File: config.mk
export PLATFORM = sky130hd
export DESIGN_NAME = mixer_ctl
export DESIGN_NICKNAME = d
export VERILOG_FILES = /design/src/rtl/mixer_ctl_pkg.sv /design/src/rtl/mixer_sync.sv /design/src/rtl/mixer_serial_front.sv /design/src/rtl/mixer_reg_bank.sv /design/src/rtl/mixer_ctl.sv
export SDC_FILE = /design/constraint.sdc
export NUM_CORES = 1
export LEC_CHECK = 0
export BUFFER_PORTS_ARGS = -buffer_cell sky130_fd_sc_hd__clkbuf_2
export CELL_PAD_IN_SITES_DETAIL_PLACEMENT = 0
export CELL_PAD_IN_SITES_GLOBAL_PLACEMENT = 1
export CORE_MARGIN = 1
export CORE_UTILIZATION = 42
export DETAILED_ROUTE_END_ITERATION = 8
export PLACE_DENSITY = 0.75
export SLEW_MARGIN = 0
export SYNTH_ARGS = -nofsm -noshare
export SYNTH_HDL_FRONTEND = slang
export SYNTH_SLANG_ARGS = --single-unit
File: constraint.sdc
create_clock -name clk -period 1.6 [get_ports clk]
set_input_delay 0.4 -clock clk [delete_from_list [all_inputs] [get_ports clk]]
set_output_delay 0.4 -clock clk [all_outputs]
set_load 0.01 [all_outputs]
File: src/rtl/mixer_ctl_pkg.sv
package mixer_ctl_pkg;
  // Fields of a committed command byte; the decoder depends on these positions.
  localparam int unsigned CMD_KIND_BIT  = 7;  // 1: address byte, 0: data byte
  localparam int unsigned CMD_LEFT_BIT  = 4;
  localparam int unsigned CMD_RIGHT_BIT = 3;

  typedef enum logic {
    CMD_DATA = 1'b0,
    CMD_ADDR = 1'b1
  } cmd_kind_e;
endpackage

File: src/rtl/mixer_sync.sv
module mixer_sync #(
  parameter int unsigned STAGES  = 2,
  parameter int unsigned WIDTH   = 1,
  parameter logic [WIDTH-1:0] RST_VAL = '0
) (
  input  logic             clk,
  input  logic             rst,
  input  logic [WIDTH-1:0] d,
  output logic [WIDTH-1:0] q
);
  logic [WIDTH-1:0] stage_q [STAGES];

  always_ff @(posedge clk) begin
    if (rst) begin
      for (int i = 0; i < STAGES; i++) stage_q[i] <= RST_VAL;
    end else begin
      stage_q[0] <= d;
      for (int i = 1; i < STAGES; i++) stage_q[i] <= stage_q[i-1];
    end
  end

  assign q = stage_q[STAGES-1];
endmodule

File: src/rtl/mixer_serial_front.sv
module mixer_serial_front #(
  parameter int unsigned BYTE_W      = 8,
  parameter int unsigned SYNC_STAGES = 2
) (
  input  logic              clk,
  input  logic              rst,
  input  logic              ser_clk,
  input  logic              ser_din,
  input  logic              ser_wr_n,
  input  logic              ser_ld_n,
  output logic [BYTE_W-1:0] cmd_o,
  output logic              commit_o,
  output logic              shift_en_o,
  output logic              dout_o
);
  // Synchronized pin order: {ld_n, wr_n, din, sclk}; strobes idle high.
  localparam logic [3:0] PIN_RST = 4'b1100;

  logic [3:0] pins_s;
  logic       sclk_prev_q, ld_prev_q;
  logic       sclk_rise, ld_rise;
  logic [BYTE_W-1:0] shift_q;
  logic [BYTE_W-1:0] cmd_q;
  logic              commit_q;

  mixer_sync #(.STAGES(SYNC_STAGES), .WIDTH(4), .RST_VAL(PIN_RST)) pin_sync_i (
    .clk (clk),
    .rst (rst),
    .d   ({ser_ld_n, ser_wr_n, ser_din, ser_clk}),
    .q   (pins_s)
  );

  always_ff @(posedge clk) begin
    if (rst) begin
      sclk_prev_q <= 1'b0;
      ld_prev_q   <= 1'b1;
    end else begin
      sclk_prev_q <= pins_s[0];
      ld_prev_q   <= pins_s[3];
    end
  end

  assign sclk_rise  = pins_s[0] & ~sclk_prev_q;
  assign ld_rise    = pins_s[3] & ~ld_prev_q;
  assign shift_en_o = sclk_rise & ~pins_s[2];

  always_ff @(posedge clk) begin
    if (rst) begin
      shift_q  <= '0;
      cmd_q    <= '0;
      commit_q <= 1'b0;
    end else begin
      if (shift_en_o) shift_q <= {shift_q[BYTE_W-2:0], pins_s[1]};
      commit_q <= ld_rise;
      if (ld_rise) cmd_q <= shift_q;
    end
  end

  assign cmd_o    = cmd_q;
  assign commit_o = commit_q;
  assign dout_o   = shift_q[BYTE_W-1];
endmodule

File: src/rtl/mixer_reg_bank.sv
module mixer_reg_bank
  import mixer_ctl_pkg::*;
#(
  parameter int unsigned NUM_CH = 8,
  parameter int unsigned ATT_W  = 6,
  parameter int unsigned BYTE_W = 8
) (
  input  logic                    clk,
  input  logic                    rst,
  input  logic                    commit_i,
  input  logic [BYTE_W-1:0]       cmd_i,
  input  logic                    mute_s_i,
  output logic [NUM_CH*ATT_W-1:0] atten_o,
  output logic [NUM_CH-1:0]       left_q_o,
  output logic [NUM_CH-1:0]       right_q_o
);
  localparam int unsigned CH_W = (NUM_CH > 1) ? $clog2(NUM_CH) : 1;

  cmd_kind_e         kind;
  logic [CH_W-1:0]   sel_q;
  logic [CH_W-1:0]   cmd_ch;
  logic              addr_stb, data_stb;

  assign kind     = cmd_kind_e'(cmd_i[CMD_KIND_BIT]);
  assign cmd_ch   = cmd_i[CH_W-1:0];
  assign addr_stb = commit_i & (kind == CMD_ADDR);
  assign data_stb = commit_i & (kind == CMD_DATA);

  always_ff @(posedge clk) begin
    if (rst) sel_q <= '0;
    else if (addr_stb) sel_q <= cmd_ch;
  end

  for (genvar c = 0; c < NUM_CH; c++) begin : g_ch
    logic [ATT_W-1:0] att_q;
    logic             l_q, r_q;

    always_ff @(posedge clk) begin
      if (rst) begin
        att_q <= '0;
      end else if (data_stb && sel_q == CH_W'(c)) begin
        att_q <= cmd_i[ATT_W-1:0];
      end
    end

    always_ff @(posedge clk) begin
      if (rst || mute_s_i) begin
        l_q <= 1'b0;
        r_q <= 1'b0;
      end else if (addr_stb && cmd_ch == CH_W'(c)) begin
        l_q <= cmd_i[CMD_LEFT_BIT];
        r_q <= cmd_i[CMD_RIGHT_BIT];
      end
    end

    assign atten_o[c*ATT_W +: ATT_W] = att_q;
    assign left_q_o[c]  = l_q;
    assign right_q_o[c] = r_q;
  end
endmodule

File: src/rtl/mixer_ctl.sv
module mixer_ctl #(
  parameter int unsigned NUM_CH      = 8,
  parameter int unsigned ATT_W       = 6,
  parameter int unsigned BYTE_W      = 8,
  parameter int unsigned SYNC_STAGES = 2
) (
  input  logic                    clk,
  input  logic                    rst,
  input  logic                    ser_clk,
  input  logic                    ser_din,
  input  logic                    ser_wr_n,
  input  logic                    ser_ld_n,
  input  logic                    mute,
  output logic                    ser_dout,
  output logic [NUM_CH*ATT_W-1:0] atten_o,
  output logic [NUM_CH-1:0]       route_l_o,
  output logic [NUM_CH-1:0]       route_r_o
);
  logic [BYTE_W-1:0] cmd;
  logic              commit;
  logic              shift_en;
  logic              mute_s;
  logic [NUM_CH-1:0] left_q, right_q;

  mixer_serial_front #(.BYTE_W(BYTE_W), .SYNC_STAGES(SYNC_STAGES)) front_i (
    .clk        (clk),
    .rst        (rst),
    .ser_clk    (ser_clk),
    .ser_din    (ser_din),
    .ser_wr_n   (ser_wr_n),
    .ser_ld_n   (ser_ld_n),
    .cmd_o      (cmd),
    .commit_o   (commit),
    .shift_en_o (shift_en),
    .dout_o     (ser_dout)
  );

  mixer_sync #(.STAGES(SYNC_STAGES), .WIDTH(1), .RST_VAL(1'b0)) mute_sync_i (
    .clk (clk),
    .rst (rst),
    .d   (mute),
    .q   (mute_s)
  );

  mixer_reg_bank #(.NUM_CH(NUM_CH), .ATT_W(ATT_W), .BYTE_W(BYTE_W)) bank_i (
    .clk       (clk),
    .rst       (rst),
    .commit_i  (commit),
    .cmd_i     (cmd),
    .mute_s_i  (mute_s),
    .atten_o   (atten_o),
    .left_q_o  (left_q),
    .right_q_o (right_q)
  );

  // Mute reaches the enables through gating alone, so it acts before any edge.
  assign route_l_o = left_q  & {NUM_CH{~mute}};
  assign route_r_o = right_q & {NUM_CH{~mute}};
endmodule

==> metrics.md, run 1 <==
| Metric | Value |
|---|---|
| Status | complete, no violations |
| Static Leakage | 2.08 nW |
| First-pass GRT wire length | 11600 µm |
| CP Data Required Time | 1200 ps |
| Achievable Freq | 0.734 GHz |
| Yosys reg bits | 95 |
| Clock latency on the worst-skew pair | 350 ps |
| Multiplexer share of the synthesized area | 21.3% |
| Post-CTS Hold Buffers | 0 |
| Core area | 8380 µm² |
| Final Hold Vio Count | 0 |
| Synth cell types | 25 |
| Number of warnings issued by yosys | 0 |
| CTS tree | yes |
| Clock buffer depth | 2 |
| Final Max Tran Viols | 0 |
| Number of global-route vias before repair | 2343 |
| # rows | 33 |
| Synth top area cells | dfxtp_1 (51%), mux2i_1 (21%), nand2b_1 (9.1%), nor2b_1 (4.5%), nand2_1 (2.9%) |
| Max-slew headroom | 70.5% |
| Power per cell area | 968 nW/µm² |
| GR peak layer | met2 |
| CP arrival | 960 ps |
| Vias | 2539 |
| Total Wirelength | 7270 µm |
| Via/cell ratio | 4.79 |
| Met1 Use GR | 22.4% |
| N_diodes | 0 |
| Antenna violations before repair | 0 |
| DP HPWL | 5090 µm |
| Simple-gate share of the synthesized area | 24.2% |
| Die width | 96.1 µm |
| Fin nets | 427 |
| GRT Util Overall | 16.6% |
| Reg2Reg Setup Slack | 270 ps |
| CTS Root Cell | clkbuf_8 |
| Post-route setup TNS | 0 ps |
| Final period demand of the worst path | 1360 ps |
| RSZ-0062 raised after global routing | no |
| DRT Pass-1 Iters | 4 |
| Compound-cell area share of the yosys netlist | 0.404% |
| Die area | 9230 µm² |
| Post-synth EDFFs | 0 |
| DRC viols | 0 |
| Post-synth top cells | dfxtp_1 (95), mux2i_1 (79), nand2b_1 (54), nand2_1 (29), nor2b_1 (27) |
| Maximum VDD drop | 548 µV |
| GR Overflow Total | 0 |
| CTS buffer count | 9 |
| Die Y | 96.1 µm |
| Global placement routability congestion | 0.735 |
| Clock Pin Slew Worst Setup and Hold Paths | 90 ps |
| CP Max Fanout | 2 |
| Synthesized area | 3720 µm² |
| Worst-Margin Slew | 442 ps |
| 1st-iter DRT viols | 59 |
| Synth Area in Adders | 0% |
| Clock sinks | 95 |
| Syn Inst Count | 351 |
| Max cap viols | 0 |
| Syn avg cell area | 10.6 µm² |
| Sequential fraction of the synthesis area | 51.1% |
| Area growth syn-to-layout | 18.0% |
| I/O pin cnt | 72 |
| Final Skew | 11.6 ps |
| Met3 usage | 3.40% |
| Setup bufs post-CTS | 0 |
| Post-CTS sizing | 0 |
| Placement Setup Slack | 153 ps |
| Synth top area share | 51.1% |
| Count leader, synth | dfxtp_1 |
| Hold Crit Class | in2reg |
| Port Buffer Count | 71 |
| Asr flop ratio synth | 0% |
| Period utilization | 85.2% |
| Largest area contributor in the netlist | dfxtp_1 |
| Antenna violation net count after detailed routing | 0 |
| Share of layout cells above drive strength 1 | 26.8% |
| Startpoint types | flop |
| Final worst-path setup slack | 238 ps |
| Syn nets | 358 |
| Main combinational cell family by area after synthesis | simple AND/OR/NAND/NOR gates |
| H-tree depth | 3 |
| Post-Synth XOR/XNOR Area | 0% |
| Starting density of the core | 44.4% |
| Kind of critical path | reg2out |
| Setup violators final | 0 |
| Routed len/inst | 13.7 µm |
| Met2 Use GR | 25.9% |
| Ys flop type | dfxtp_1 |
| Largest net degree at the start of global routing | 28 |
| CP Capture Type | output pin |
-- area by class of cell --
class | count | area [µm²]
clock inverter | 5 | 80.1
sequential | 95 | 1900
fill | 795 | 4000
timing repair buffer | 79 | 415
multi-input combinational | 235 | 1710
tap | 105 | 131
clock buffer | 11 | 151
-- final timing paths --
check                                   start                          endpoint  cells after the start
max                        bank_i.g_ch[2].r_q                      route_r_o[2]                      2
min                                  ser_ld_n  front_i.pin_sync_i.stage_q[0][3]                      2
max reg2reg                  front_i.cmd_o[7]                bank_i.g_ch[3].l_q                      3
min reg2reg  front_i.pin_sync_i.stage_q[0][3]  front_i.pin_sync_i.stage_q[0][7]                      1
-- state kept, by name (all words and copies together), names as in the netlist --
name,cells
bank_i.g_ch.att_q,48
bank_i.g_ch.l_q,8
bank_i.g_ch.r_q,8
bank_i.sel_q,3
front_i.cmd_o,7
front_i.commit_o,1
front_i.ld_prev_q,1
front_i.pin_sync_i.stage_q,8
front_i.sclk_prev_q,1
front_i.shift_q,8
mute_sync_i.stage_q,2
-- report_power, final --
| group | internal, W | leakage (nW) | switching (W) |
|---|---|---|---|
| clock network | 0.000963 | 0.112 | 0.000805 |
| logic | 0.0000463 | 1.20 | 0.0000508 |
| registers | 0.00238 | 0.767 | 0.00000445 |
| total | 0.00338 | 2.08 | 0.000860 |
-- cells in the final DEF, fill, tap and decap left out, drive strengths merged --
cell	Yosys	routed
nor3b	2	2
clkinvlp	0	2
bufinv	0	2
clkbuf	11	82
mux2i	79	79
nand3	3	3
a21oi	3	3
and2	2	2
dfxtp	95	95
nand2b	54	54
clkinv	0	1
and3	2	2
or2	5	5
buf	10	8
nand2	33	33
nand4	2	2
nor2b	28	28
nor2	19	19
and3b	3	3
-- through the flow --
step	cells	utilization, %	hold slack [ps]	power [W]	cell area (µm²)
global placement	514	49.6	393	0.00253	4160
global route	530	52.3	219	0.00442	4390
detailed placement	514	49.6	394	0.00253	4160
floorplan	351	-	389	0.00251	3720
CTS	530	52.3	217	0.00430	4390
finish	530	52.3	232	0.00424	4390
-- critical path, cell delays in order (launching register included) --
cell	delay, ps
dfxtp_1	340
nor2b_1	130
clkbuf_2	140
-- layer usage --
metal  vias up  wire length (µm)
met1      1190              3560
met2        54              3310
met4         0               114
met3        12               291
met5         -                 0
li1       1283                 -
-- cell families (layout without fill, tap and decap cells) --
kind of cell,after synthesis,after routing
and+or+nand+nor,153,153
DFF,95,95
muxes,79,79
buffers and inverters,21,95
AOI/OAI and AO/OA,3,3
No activity file was read; power rests on OpenSTA's default activity.
==> run 2: changes to the inputs <==
Settings changed: SYNTH_HIERARCHICAL set to 1.
==> metrics.md, run 2 <==
| Metric | Value |
|---|---|
| Status | finished with violations (was complete, no violations) |
| Failing checks | DRC |
| Power per cell area | 935 nW/µm² (was 968 nW/µm²) |
| Worst-Margin Slew | 482 ps (was 442 ps) |
| DP HPWL | 5210 µm (was 5090 µm) |
| Largest net degree at the start of global routing | 27 (was 28) |
| # rows | 34 (was 33) |
| First-pass GRT wire length | 12400 µm (was 11600 µm) |
| Post-CTS Hold Buffers | 0 (unchanged) |
| Clock buffer depth | 2 (unchanged) |
| Setup violators final | 0 (unchanged) |
| Syn avg cell area | 10.1 µm² (was 10.6 µm²) |
| Area growth syn-to-layout | 13.9% (was 18.0%) |
| RSZ-0062 raised after global routing | no (unchanged) |
| Area of the multi-input gates | 1720 µm² (was 1710 µm²) |
| Routed len/inst | 13.5 µm (was 13.7 µm) |
| Global placement routability congestion | 0.702 (was 0.735) |
| 1st-iter DRT viols | 63 (was 59) |
| Switching pwr | 0.000904 W (was 0.000860 W) |
| H-tree depth | 3 (unchanged) |
| Share of layout cells above drive strength 1 | 30.0% (was 26.8%) |
| Fin nets | 445 (was 427) |
| Period utilization | 88.3% (was 85.2%) |
| DRC viols | 6 (was 0) |
| Pint | 0.00325 W (was 0.00338 W) |
| Syn Inst Count | 387 (was 351) |
| Top Family by Delay on Critical Path | simple AND/OR/NAND/NOR gates (was flip-flops) |
| Final Skew | 7.27 ps (was 11.6 ps) |
| CTS buffer count | 9 (unchanged) |
| CP Capture Type | flop (was output pin) |
| Hold Crit Class | in2reg (unchanged) |
| Post-CTS sizing | 0 (unchanged) |
| Fillers | 836 (was 795) |
| Static Leakage | 2.09 nW (was 2.08 nW) |
| Critical path, cell by cell | nor3b_2 > nand3_2 > mux2i_1 (was nor2b_1 > clkbuf_2) |
| Worst hold slack | 215 ps (was 232 ps) |
| Max-slew headroom | 67.9% (was 70.5%) |
| Total Wirelength | 7450 µm (was 7270 µm) |
| Number of warnings issued by yosys | 6 (was 0) |
| Clock latency on the worst-skew pair | 350 ps (about the same) |
| Number of global-route vias before repair | 2509 (was 2343) |
| N_diodes | 0 (unchanged) |
| GRT Util Overall | 16.3% (was 16.6%) |
| Syn nets | 394 (was 358) |
| Final period demand of the worst path | 1410 ps (was 1360 ps) |
| I/O pin cnt | 72 (unchanged) |
| Slowest stage delay, CP | 410 ps (was 340 ps) |
| Clock sinks | 95 (unchanged) |
| Synthesized area | 3900 µm² (was 3720 µm²) |
| CTS Root Cell | clkbuf_8 (unchanged) |
| Achievable Freq | 0.708 GHz (was 0.734 GHz) |
| Register bank with the most flops | bank_i/g_ch.att_q (was bank_i.g_ch.att_q) |
| CP Buf/Inv Count | 0 (was 1) |
| Via/cell ratio | 4.78 (was 4.79) |
| Clock Pin Slew Worst Setup and Hold Paths | 100 ps (was 90 ps) |
| CP Data Required Time | 1830 ps (was 1200 ps) |
| Max FFs per register | 48 (unchanged) |
| Startpoint types | flop (unchanged) |
| Port Buffer Count | 71 (unchanged) |
| Final Max Tran Viols | 0 (unchanged) |
| Starting density of the core | 44.0% (was 44.4%) |
| CTS tree | yes (unchanged) |
| Worst path slowest cell | dfxtp_1 (unchanged) |
| DRT Pass-1 Iters | 8 (was 4) |
| Placement Setup Slack | 176 ps (was 153 ps) |
| Commonest non-fill, non-tap cell in the layout | dfxtp_1 (unchanged) |
| Kind of critical path | reg2reg (was reg2out) |
| Core area | 8850 µm² (was 8380 µm²) |
| Antenna violation net count after detailed routing | 0 (unchanged) |
| Post-route setup TNS | 0 ps (unchanged) |
| Die Y | 98.3 µm (was 96.1 µm) |
| Die width | 98.3 µm (was 96.1 µm) |
| GR Overflow Total | 0 (unchanged) |
| Setup bufs post-CTS | 0 (unchanged) |
| CP Max Fanout | 7 (was 2) |
| Most frequent cells in the layout | dfxtp_1 (95), clkbuf_2 (71), mux2i_1 (64) (was dfxtp_1 (95), mux2i_1 (79), clkbuf_2 (71)) |
| Comb power frac | 2.6% (was 2.3%) |
| FF+latch area | 1900 µm² (unchanged) |
| Die area | 9670 µm² (was 9230 µm²) |
| Max cap viols | 0 (unchanged) |
| Vias | 2632 (was 2539) |
| Sequential share of power | 57.3% (was 56.1%) |
| Final Hold Vio Count | 0 (unchanged) |
| CP arrival | 1640 ps (was 960 ps) |
| Maximum VDD drop | 445 µV (was 548 µV) |
| Total power draw | 0.00415 W (was 0.00424 W) |
| Final worst-path setup slack | 187 ps (was 238 ps) |
| Clk pwr share | 40.1% (was 41.7%) |
| Antenna violations before repair | 0 (unchanged) |
| Sw Share | 21.8% (was 20.3%) |
[run 2: changes by cell type in the layout (fill, tap and decap cells not counted), sizes merged, moves of 3 or more]
cell	delta
a21oi	+15
and2b	+6
mux2i	-15
nand2	+29
nand3	+3
nor2	-14
nor2b	-6
[run 2: power by group through the flow]
stage	logic, W	clock network, W	registers, W
finish	0.000110	0.00166	0.00238
detailed placement	0.000112	0	0.00243
global route	0.000121	0.00181	0.00238
global placement	0.000110	0	0.00243
CTS	0.000112	0.00172	0.00238
floorplan	0.0000773	0	0.00243
[run 2: worst paths after layout]
path	startpoint	end	slack [ps]	cells past startpoint
worst max-delay path	front_i/commit_o	bank_i/g_ch[5].att_q[0]	190	3
worst min-delay path	ser_wr_n	front_i/pin_sync_i/stage_q[0][2]	210	2
worst max register to register	front_i/commit_o	bank_i/g_ch[5].att_q[0]	190	3
worst min register to register	front_i/pin_sync_i/stage_q[0][3]	front_i/pin_sync_i/stage_q[0][7]	410	1
[run 2: cell type report]
class,instances,area share (%)
Inverter,1,0.366
Clock inverter,5,1.44
Timing Repair Buffer,81,10.3
Multi-Input combinational cell,250,38.6
Clock buffer,11,3.41
Tap cell,108,3.04
Sequential cell,95,42.8
[run 2: metal layers]
metal | routed length (µm) | track usage [%] | share of wire [%] | vias up
li1 | - | - | - | 1334
met3 | 300 | 3.44 | 4.0 | 9
met2 | 3390 | 25.5 | 46 | 59
met4 | 119 | 6.20 | 1.6 | 0
met5 | 0 | 0 | 0 | -
met1 | 3630 | 22.2 | 49 | 1230
[run 2: metrics by stage]
step,cells,utilization (%),cell area (µm²)
finish,551,50.2,4440
global placement,535,47.7,4220
global route,551,50.2,4440
detailed placement,535,47.7,4220
floorplan,387,-,3900
CTS,551,50.2,4440
